$ cat config.mk
export PLATFORM = sky130hd
export DESIGN_NAME = ep_stall_ctl
export DESIGN_NICKNAME = d
export VERILOG_FILES = /design/src/rtl/ep_stall_ctl.sv
export SDC_FILE = /design/constraint.sdc
export NUM_CORES = 1
export LEC_CHECK = 0
export ABC_AREA = 1
export BUFFER_PORTS_ARGS = -buffer_cell sky130_fd_sc_hd__buf_2
export CORE_AREA = 2 2 39 41
export DETAILED_ROUTE_END_ITERATION = 10
export DIE_AREA = 0 0 41 43
export GPL_TIMING_DRIVEN = 0
export HOLD_SLACK_MARGIN = 0.02
export PLACE_DENSITY = 0.57
export RECOVER_POWER = 50
export SLEW_MARGIN = 20
export SYNTH_ARGS = -nofsm -noshare
export SYNTH_HDL_FRONTEND = slang
export SYNTH_SLANG_ARGS = --single-unit
export TNS_END_PERCENT = 30
$ cat constraint.sdc
create_clock -name clk -period 1 [get_ports clk]
set_input_delay 0.15 -clock clk [delete_from_list [all_inputs] [get_ports clk]]
set_output_delay 0.15 -clock clk [all_outputs]
set_load 0.005 [all_outputs]
$ cat src/rtl/ep_stall_ctl.sv
module ep_stall_ctl #(
  parameter int EP_CNT = 4,
  localparam int EPW = $clog2(EP_CNT),
  localparam int ACE_BIT = 4
) (
  input  logic           clk,
  input  logic           rst_n,
  input  logic           wr_en,
  input  logic [7:0]     wr_data,
  output logic [7:0]     rd_data,
  input  logic           setup_pending,
  input  logic           setup_decoded,
  input  logic           hs_stall_sent,
  input  logic [EPW-1:0] hs_ep,
  output logic [EP_CNT-1:0] stall_ep
);

  logic [EP_CNT-1:0] flag;
  logic [EP_CNT-1:0] hw_clr;
  logic [EP_CNT-1:0] wr_ok;
  logic              acen;

  for (genvar i = 0; i < EP_CNT; i++) begin : g_ep
    if (i == 0) begin : g_ctl
      assign hw_clr[i] = setup_decoded || (acen && hs_stall_sent && hs_ep == EPW'(i));
      assign wr_ok[i]  = wr_en && !(setup_pending && wr_data[i]);
    end else begin : g_dat
      assign hw_clr[i] = acen && hs_stall_sent && hs_ep == EPW'(i);
      assign wr_ok[i]  = wr_en;
    end

    always_ff @(posedge clk or negedge rst_n)
      if (!rst_n)         flag[i] <= 1'b0;
      else if (hw_clr[i]) flag[i] <= 1'b0;
      else if (wr_ok[i])  flag[i] <= wr_data[i];
  end

  always_ff @(posedge clk or negedge rst_n)
    if (!rst_n)     acen <= 1'b0;
    else if (wr_en) acen <= wr_data[ACE_BIT];

  always_comb begin
    rd_data = '0;
    rd_data[EP_CNT-1:0] = flag;
    rd_data[ACE_BIT] = acen;
  end

  assign stall_ep = flag;

endmodule


### Yosys cells after proc, flatten, opt, wreduce, memory -nomap -nowiden

Index checks and enable logic that the tools add are counted.

| word-level totals | value |
|---|---|
| register bits after elaboration | 5 |
| word-level logic and storage cells | 30 |
| bits of input ports | 16 |
| output and inout bits | 12 |

| operators by class | value |
|---|---|
| eq/ne operators | 3 |
| mux-type cells | 8 |
| reductions and logical operators | 14 |

Operators by type and width:

| cell | number |
|---|---|
| $mux W1 | 8 |
| $reduce_bool A2 Y1 | 4 |
| $logic_and A1 B1 Y1 | 7 |
| $eq A2 B2 Y1 const B | 2 |
| $eq A2 B1 Y1 const B | 1 |
| $logic_not A2 Y1 | 1 |
| $logic_not A1 Y1 | 1 |
| $logic_or A1 B1 Y1 | 1 |

### Logic depth before layout (Yosys ltp)

Gate-level depths: netlist of the first run.

| depth | value |
|---|---|
| depth after elaboration | 5 |
| gate-level depth with buffers | 5 |
| depth with buffers taken out | 5 |

### Worst setup path after synthesis of the first run

OpenSTA, ideal clock, no wires.

| timing | value |
|---|---|
| kind | register to register |
| from | register acen |
| to | register flag[0], in the netlist rd_data[0] |
| path buffers | 0 |
| path slack | 0.271 ns |
| arrival time | 0.607 ns |
| cell stages (with the launch flop) | 4 |
| data required time | 0.878 ns |
| path through | dfrtp_1 -> nand2_1 -> nor3_1 -> nor2_1 |

| between the ends | value |
|---|---|
| longest elaborated chain between the ends | 4 |
| elaborated cells between the ends (all ways) | 5 |
| classes of those cells | mux (1); reduce/logical (4) |

Ends and longest elaborated chain:

| what | line | source |
|---|---|---|
| from (decl) | 21 | `logic acen;` |
| from (signal assigned) | 40 | `else if (wr_en) acen <= wr_data[ACE_BIT];` |
| $logic_and A1 B1 Y1 (*) (2 in series) | 25 | `assign hw_clr[i] = setup_decoded \|\| (acen && hs_stall_sent && hs_ep == EPW'(i));` |
| $logic_or A1 B1 Y1 (*) | 25 |  |
| $mux W1 / $reduce_bool A2 Y1 (equally long branches) | -- |  |
| to (signal, indexed assignment) | 35 | `else if (wr_ok[i]) flag[i] <= wr_data[i];` |
| to (decl) | 18 | `logic [EP_CNT-1:0] flag;` |

Every way passes the cells marked *; elsewhere a longest branch is shown, timed or not.
A chain may end at the register's enable or synchronous reset.

### Final worst setup path of the first run

| timing | value |
|---|---|
| from | register acen |
| to | output rd_data[4] |

RTL lines:

| what | line | source |
|---|---|---|
| to (decl) | 10 | `output logic [7:0] rd_data,` |

No word-level cell between the ends.

==> results of run 1 <==
==> Yosys cell counts (all sizes together) <==
master	number
conb	1
o21ai	4
buf	9
nor2	4
a21oi	1
dfrtp	5
nand2	8
inv	9
nor3	4
==> registers in the layout, summed over array words and instances, names as in the netlist <==
register,cells
rd_data,4
acen,1
==> metal layers <==
metal / wire [µm] / vias to the layer above / part of all wire (%)
li1: - / 179 / -
met1: 275 / 132 / 42
met2: 300 / 17 / 46
met3: 71 / 2 / 11
met4: 10 / 0 / 1.5
met5: 0 / - / 0
==> through the flow <==
stage,cells,instance area [µm²],utilization [%]
after global routing,88,490.5,35.44
after detailed placement,83,455.4,32.91
after floorplan,47,335.3,-
final,88,490.5,35.44
after global placement,83,455.4,32.91
after CTS,87,484.2,34.99
==> power by group through the flow <==
stage | combinational [mW] | clock, mW | sequential (mW)
final | 0.147 | 0.241 | 0.234
after CTS | 0.145 | 0.251 | 0.235
after global placement | 0.145 | 0 | 0.237
after detailed placement | 0.147 | 0 | 0.238
after global routing | 0.166 | 0.269 | 0.237
after floorplan | 0.0804 | 0 | 0.239
==> cell families (layout without fill, tap and decap cells) <==
kind of cell	after synthesis	after routing	synth area share (%)
flip-flops	5	5	38.17
buffers and inverters	18	43	32.06
AO/OA/AOI/OAI	5	5	8.779
other	1	3	1.144
AND/OR/NAND/NOR	16	16	19.85
==> worst min path at each step <==
stage	start	endpoint	slack [ns]	depth (start not counted)
after floorplan	rst_n	acen	-0.15	0
after global placement	rst_n	rd_data[3]	-0.03	1
after detailed placement	rst_n	rd_data[2]	-0.03	1
after CTS	wr_data[4]	acen	0.11	3
after global routing	wr_data[4]	acen	0.11	3
final	wr_data[4]	acen	0.11	3
==> critical path, stage by stage, from the launching register on <==
cell,delay [ns]
dfrtp_1,0.38
buf_4,0.13
buf_2,0.11
==> layout make-up <==
class,instances,area (µm²),share of cell area [%]
inverters,9,33.78,6.888
multi-input cells,24,105.1,21.43
well taps,16,20.02,4.082
repair buffers,23,123.9,25.26
flip-flops and latches,5,125.1,25.51
clock buffers,4,26.28,5.357
plain buffers,7,56.30,11.48
==> what timing repair did <==
action / 4_1_cts / 5_1_grt
setup buffers: 0 / 2
hold endpoints to repair: 5 / 0
hold buffers: 1 / 0
gates resized for setup: 0 / 0
setup endpoints to repair: 5 / 4
==> impl_metrics.toml, run 1 <==
[worst_setup_path]
startpoint_type = "register"
timing.rr.end = "rd_data[0]"
critical_path_required_ns = 0.85
endpoint = "rd_data[4]"
regToRegStartpoint = "rd_data[0]"
worst-setup-path-type = "reg2out"
arrival_ns = 0.86
path_max_fanout = 3
reg2reg_depth = 5
cp-startpoint = "acen"
rrSetupSlack_ns = 0.19
end_kind = "output port"

[drt]
route.detailed.drc = 0
vias = 330
antenna_left = 0
drt-pass1-iter-count = 2
wire_per_inst_um = 7.466
via_per_inst = 3.750
wirelength_um = 657
first_iter_violations = 1

[yosys]
seq_area_frac_synth_pct = 38.17
netlist_instances = 45
yosys.area.top_type_share_pct = 38.17
synth_top_cell_by_area = "dfrtp_1"
avgSynthCellArea_um2 = 7.285
synth_area_leaders = "dfrtp_1 38%, buf_4 18%, inv_1 10%"
ys_ff_latch = 5
yosysWarnings = 0
synth_area_um2 = 327.8
yosysUniqueCellTypes = 10

[floorplanning]
die_x_um = 41
rows = 14
initial_utilization_pct = 23.69
die_h_um = 43
dieArea_um2 = 1763
core_um2 = 1384
ios = 28

[sta]
post-route-period-util_pct = 101.2
fmax_mhz = 988.0
setup-tns-final_ns = -0.02826
finalSetupViolCount = 3
setup_ws_ns = -0.01212
skew_ns = 0.001931
min_period_ns = 1.012
holdWs_ns = 0.1129
hold_violations = 0
slew_viol_final = 0
rsz0062_at_grt = "yes"

[clock_tree]
cts-buffers-inserted = 3
clk_pin_slew_ns = 0.05
h-tree-depth = 1
cts_tree = "built"
root_buffer = "clkbuf_4"
cts_buffer_depth = 2
clock_latency_ns = 0.24
cts_num_sinks = 5

[cells_and_area]
nets = 89
layout_commonest_cell = "buf_2"
area_delta_synth_final_pct = 49.62
final_cell_mix = "19 x buf_2, 9 x inv_1, 8 x nand2_1, 7 x buf_4, 5 x dfrtp_1"
drive_gt1_share_pct = 44.44
diodes = 0
n_fill_cell = 158

[placed_design]
place.gp.congestion = 0.7528
hpwl_um = 533.3
preCtsSetupSlack_ns = 0.2040
io_buffers = 20

[global_routing]
overflow = 0
busiest_layer = "met2"
grt_max_degree = 11
grtUsageMet1_pct = 8.795
grt_pass1_wl_um = 917
track_usage_pct = 8.871
grt_pass1_vias = 224
gr-usage-met3_pct = 4.712
grt_antenna_before_repair = 0
use_met2_pct = 11.56

[status]
status = "complete, but fails checks"
violations = "setup timing"

[power]
internal_power_uw = 459.8
peakVddDrop_mv = 0.5284
p_sw_share_pct = 26.05
p_total_uw = 621.8
power.density_nw_per_um2 = 1268
p_sw_uw = 162.0
power_frac_seq_pct = 37.6
combinationalPowerShare_pct = 23.6
p_leak_nw = 0.2945
p_clk_share_pct = 38.7

[worst_hold_path]
hp-class = "in2reg"

[flow_run]
drv_cap = 0
Power figures use the tool's default switching activity.
==> inputs of run 2 (changes only) <==
- CELL_PAD_IN_SITES_DETAIL_PLACEMENT: unset -> 2
- CELL_PAD_IN_SITES_GLOBAL_PLACEMENT: unset -> 2
- CORE_AREA: 2 2 39 41 -> unset
- CORE_UTILIZATION: unset -> 14
- DIE_AREA: 0 0 41 43 -> unset
- PLACE_DENSITY: 0.57 -> 0.68
- REMOVE_ABC_BUFFERS: unset -> 1
- clock period: 1 -> 0.9 ns (I/O delays scaled with it)
==> impl_metrics.toml, run 2 (synthesis results as in run 1) <==
[drt]
first_iter_violations = 3
vias = 334
via_per_inst = 3.553
wirelength_um = 805
wire_per_inst_um = 8.564
drt-pass1-iter-count = 2
route.detailed.drc = 0
antenna_left = 0

[sta]
setup-tns-final_ns = 0
slew_viol_final = 0
holdWs_ns = 0.1164
fmax_mhz = 1116
hold_violations = 0
rsz0062_at_grt = "yes"
post-route-period-util_pct = 99.53
min_period_ns = 0.8958
skew_ns = 0.001180
setup_ws_ns = 0.004242
finalSetupViolCount = 0

[worst_setup_path]
critical_path_required_ns = 0.76
path_max_fanout = 3
worst-setup-path-type = "reg2out"
reg2reg_depth = 3
crit_cells = 1
startpoint_type = "register"
path_cells = "buf_2"
end_kind = "output port"
crit_buf_inv = 1
path_delay_family = "flip-flops"
arrival_ns = 0.76
cp_slowest_cell = "dfrtp_1"
critPathMaxStageDelay_ns = 0.39

[global_routing]
grt_pass1_wl_um = 1200
grt_max_degree = 11
grt_pass1_vias = 301
track_usage_pct = 6.738
grt_antenna_before_repair = 0
overflow = 0

[clock_tree]
clock_latency_ns = 0.24
root_buffer = "clkbuf_4"
cts_num_sinks = 5
cts_buffer_depth = 2
clk_pin_slew_ns = 0.04
cts-buffers-inserted = 3
h-tree-depth = 1
cts_tree = "built"

[flow_run]
drv_cap = 0

[placed_design]
hpwl_um = 691.4
preCtsSetupSlack_ns = 0.08250
io_buffers = 21
place.gp.congestion = 0.6252

[cells_and_area]
area_delta_synth_final_pct = 38.55
layout_commonest_cell = "buf_2"
drive_gt1_share_pct = 39.39
largest_reg_flops = 4
final_cell_mix = "20 x buf_2, 9 x inv_1, 8 x nand2_1, 5 x dfrtp_1"
fin_util_pct = 20.53
n_fill_cell = 284
diodes = 0
nets = 83

[power]
power.density_nw_per_um2 = 1455
peakVddDrop_mv = 0.4072
p_total_uw = 661.1
p_leak_nw = 0.2613

[floorplanning]
initial_utilization_pct = 14.82
dieArea_um2 = 2539
rows = 17
die_x_um = 50.39
core_um2 = 2212
ios = 28
die_h_um = 50.39

[status]
status = "complete, no violations"

[worst_hold_path]
hold_depth = 3
hp-class = "in2reg"
run 2: cell count changes in the layout (fill, tap and decap cells not counted), sizes merged:
| cell | before | now |
|---|---|---|
| buf | 27 | 22 |
| clkbuf | 6 | 5 |
run 2: report_power, final:
group,switching (mW),internal [mW],total (mW)
Clock,0.0923,0.168,0.260
Sequential,0.0127,0.247,0.259
Combinational,0.0687,0.0730,0.142
Total,0.174,0.487,0.661
run 2: worst reg2reg max path, stage by stage, from the launching register on:
cell and delay (ns):
dfrtp_1 0.36, nand2_1 0.11, nor3_1 0.17, nor2_1 0.05
run 2: stage by stage:
| step | std cells | area (µm²) |
|---|---|---|
| 6_report | 94 | 454.2 |
| 3_5_place_dp | 87 | 404.1 |
| 3_3_place_gp | 87 | 404.1 |
| 4_1_cts | 93 | 447.9 |
| 5_1_grt | 94 | 454.2 |
| 2_1_floorplan | 38 | 264.0 |
run 2: repair_timing:
action / in CTS / in global routing
setup endpoints to repair: 3 / 10
pin swaps: 0 / 0
gates resized for setup: 0 / 1
hold buffers: 1 / 0
setup buffers: 1 / 1
hold endpoints to repair: 5 / 0
run 2: layout make-up:
cell class / count / area (µm²) / share of cell area, %
clock buffers: 4 / 26.28 / 5.785
inverters: 9 / 33.78 / 7.438
multi-input cells: 24 / 105.1 / 23.14
flip-flops and latches: 5 / 125.1 / 27.55
well taps: 28 / 35.03 / 7.713
repair buffers: 24 / 128.9 / 28.37
run 2: metal layers:
| layer | GRT usage (%) | up-vias | routed length (µm) |
|---|---|---|---|
| met2 | 11.33 | 16 | 377 |
| met4 | 4.167 | 0 | 0 |
| met5 | 0 | - | 0 |
| met1 | 6.909 | 154 | 345 |
| met3 | 2.727 | 0 | 82 |
| li1 | - | 164 | - |
run 2: path summary, 6_finish.rpt:
check / from / end / slack (ns)
max in group asynchronous: rst_n / acen / 0.39
min in group asynchronous: rst_n / rd_data[3] / 0.29
setup / recovery: acen / rd_data[4] / 0.004
setup reg to reg: acen / rd_data[2] / 0.09
hold / removal: wr_data[4] / acen / 0.12
hold reg to reg: rd_data[1] / rd_data[1] / 0.56
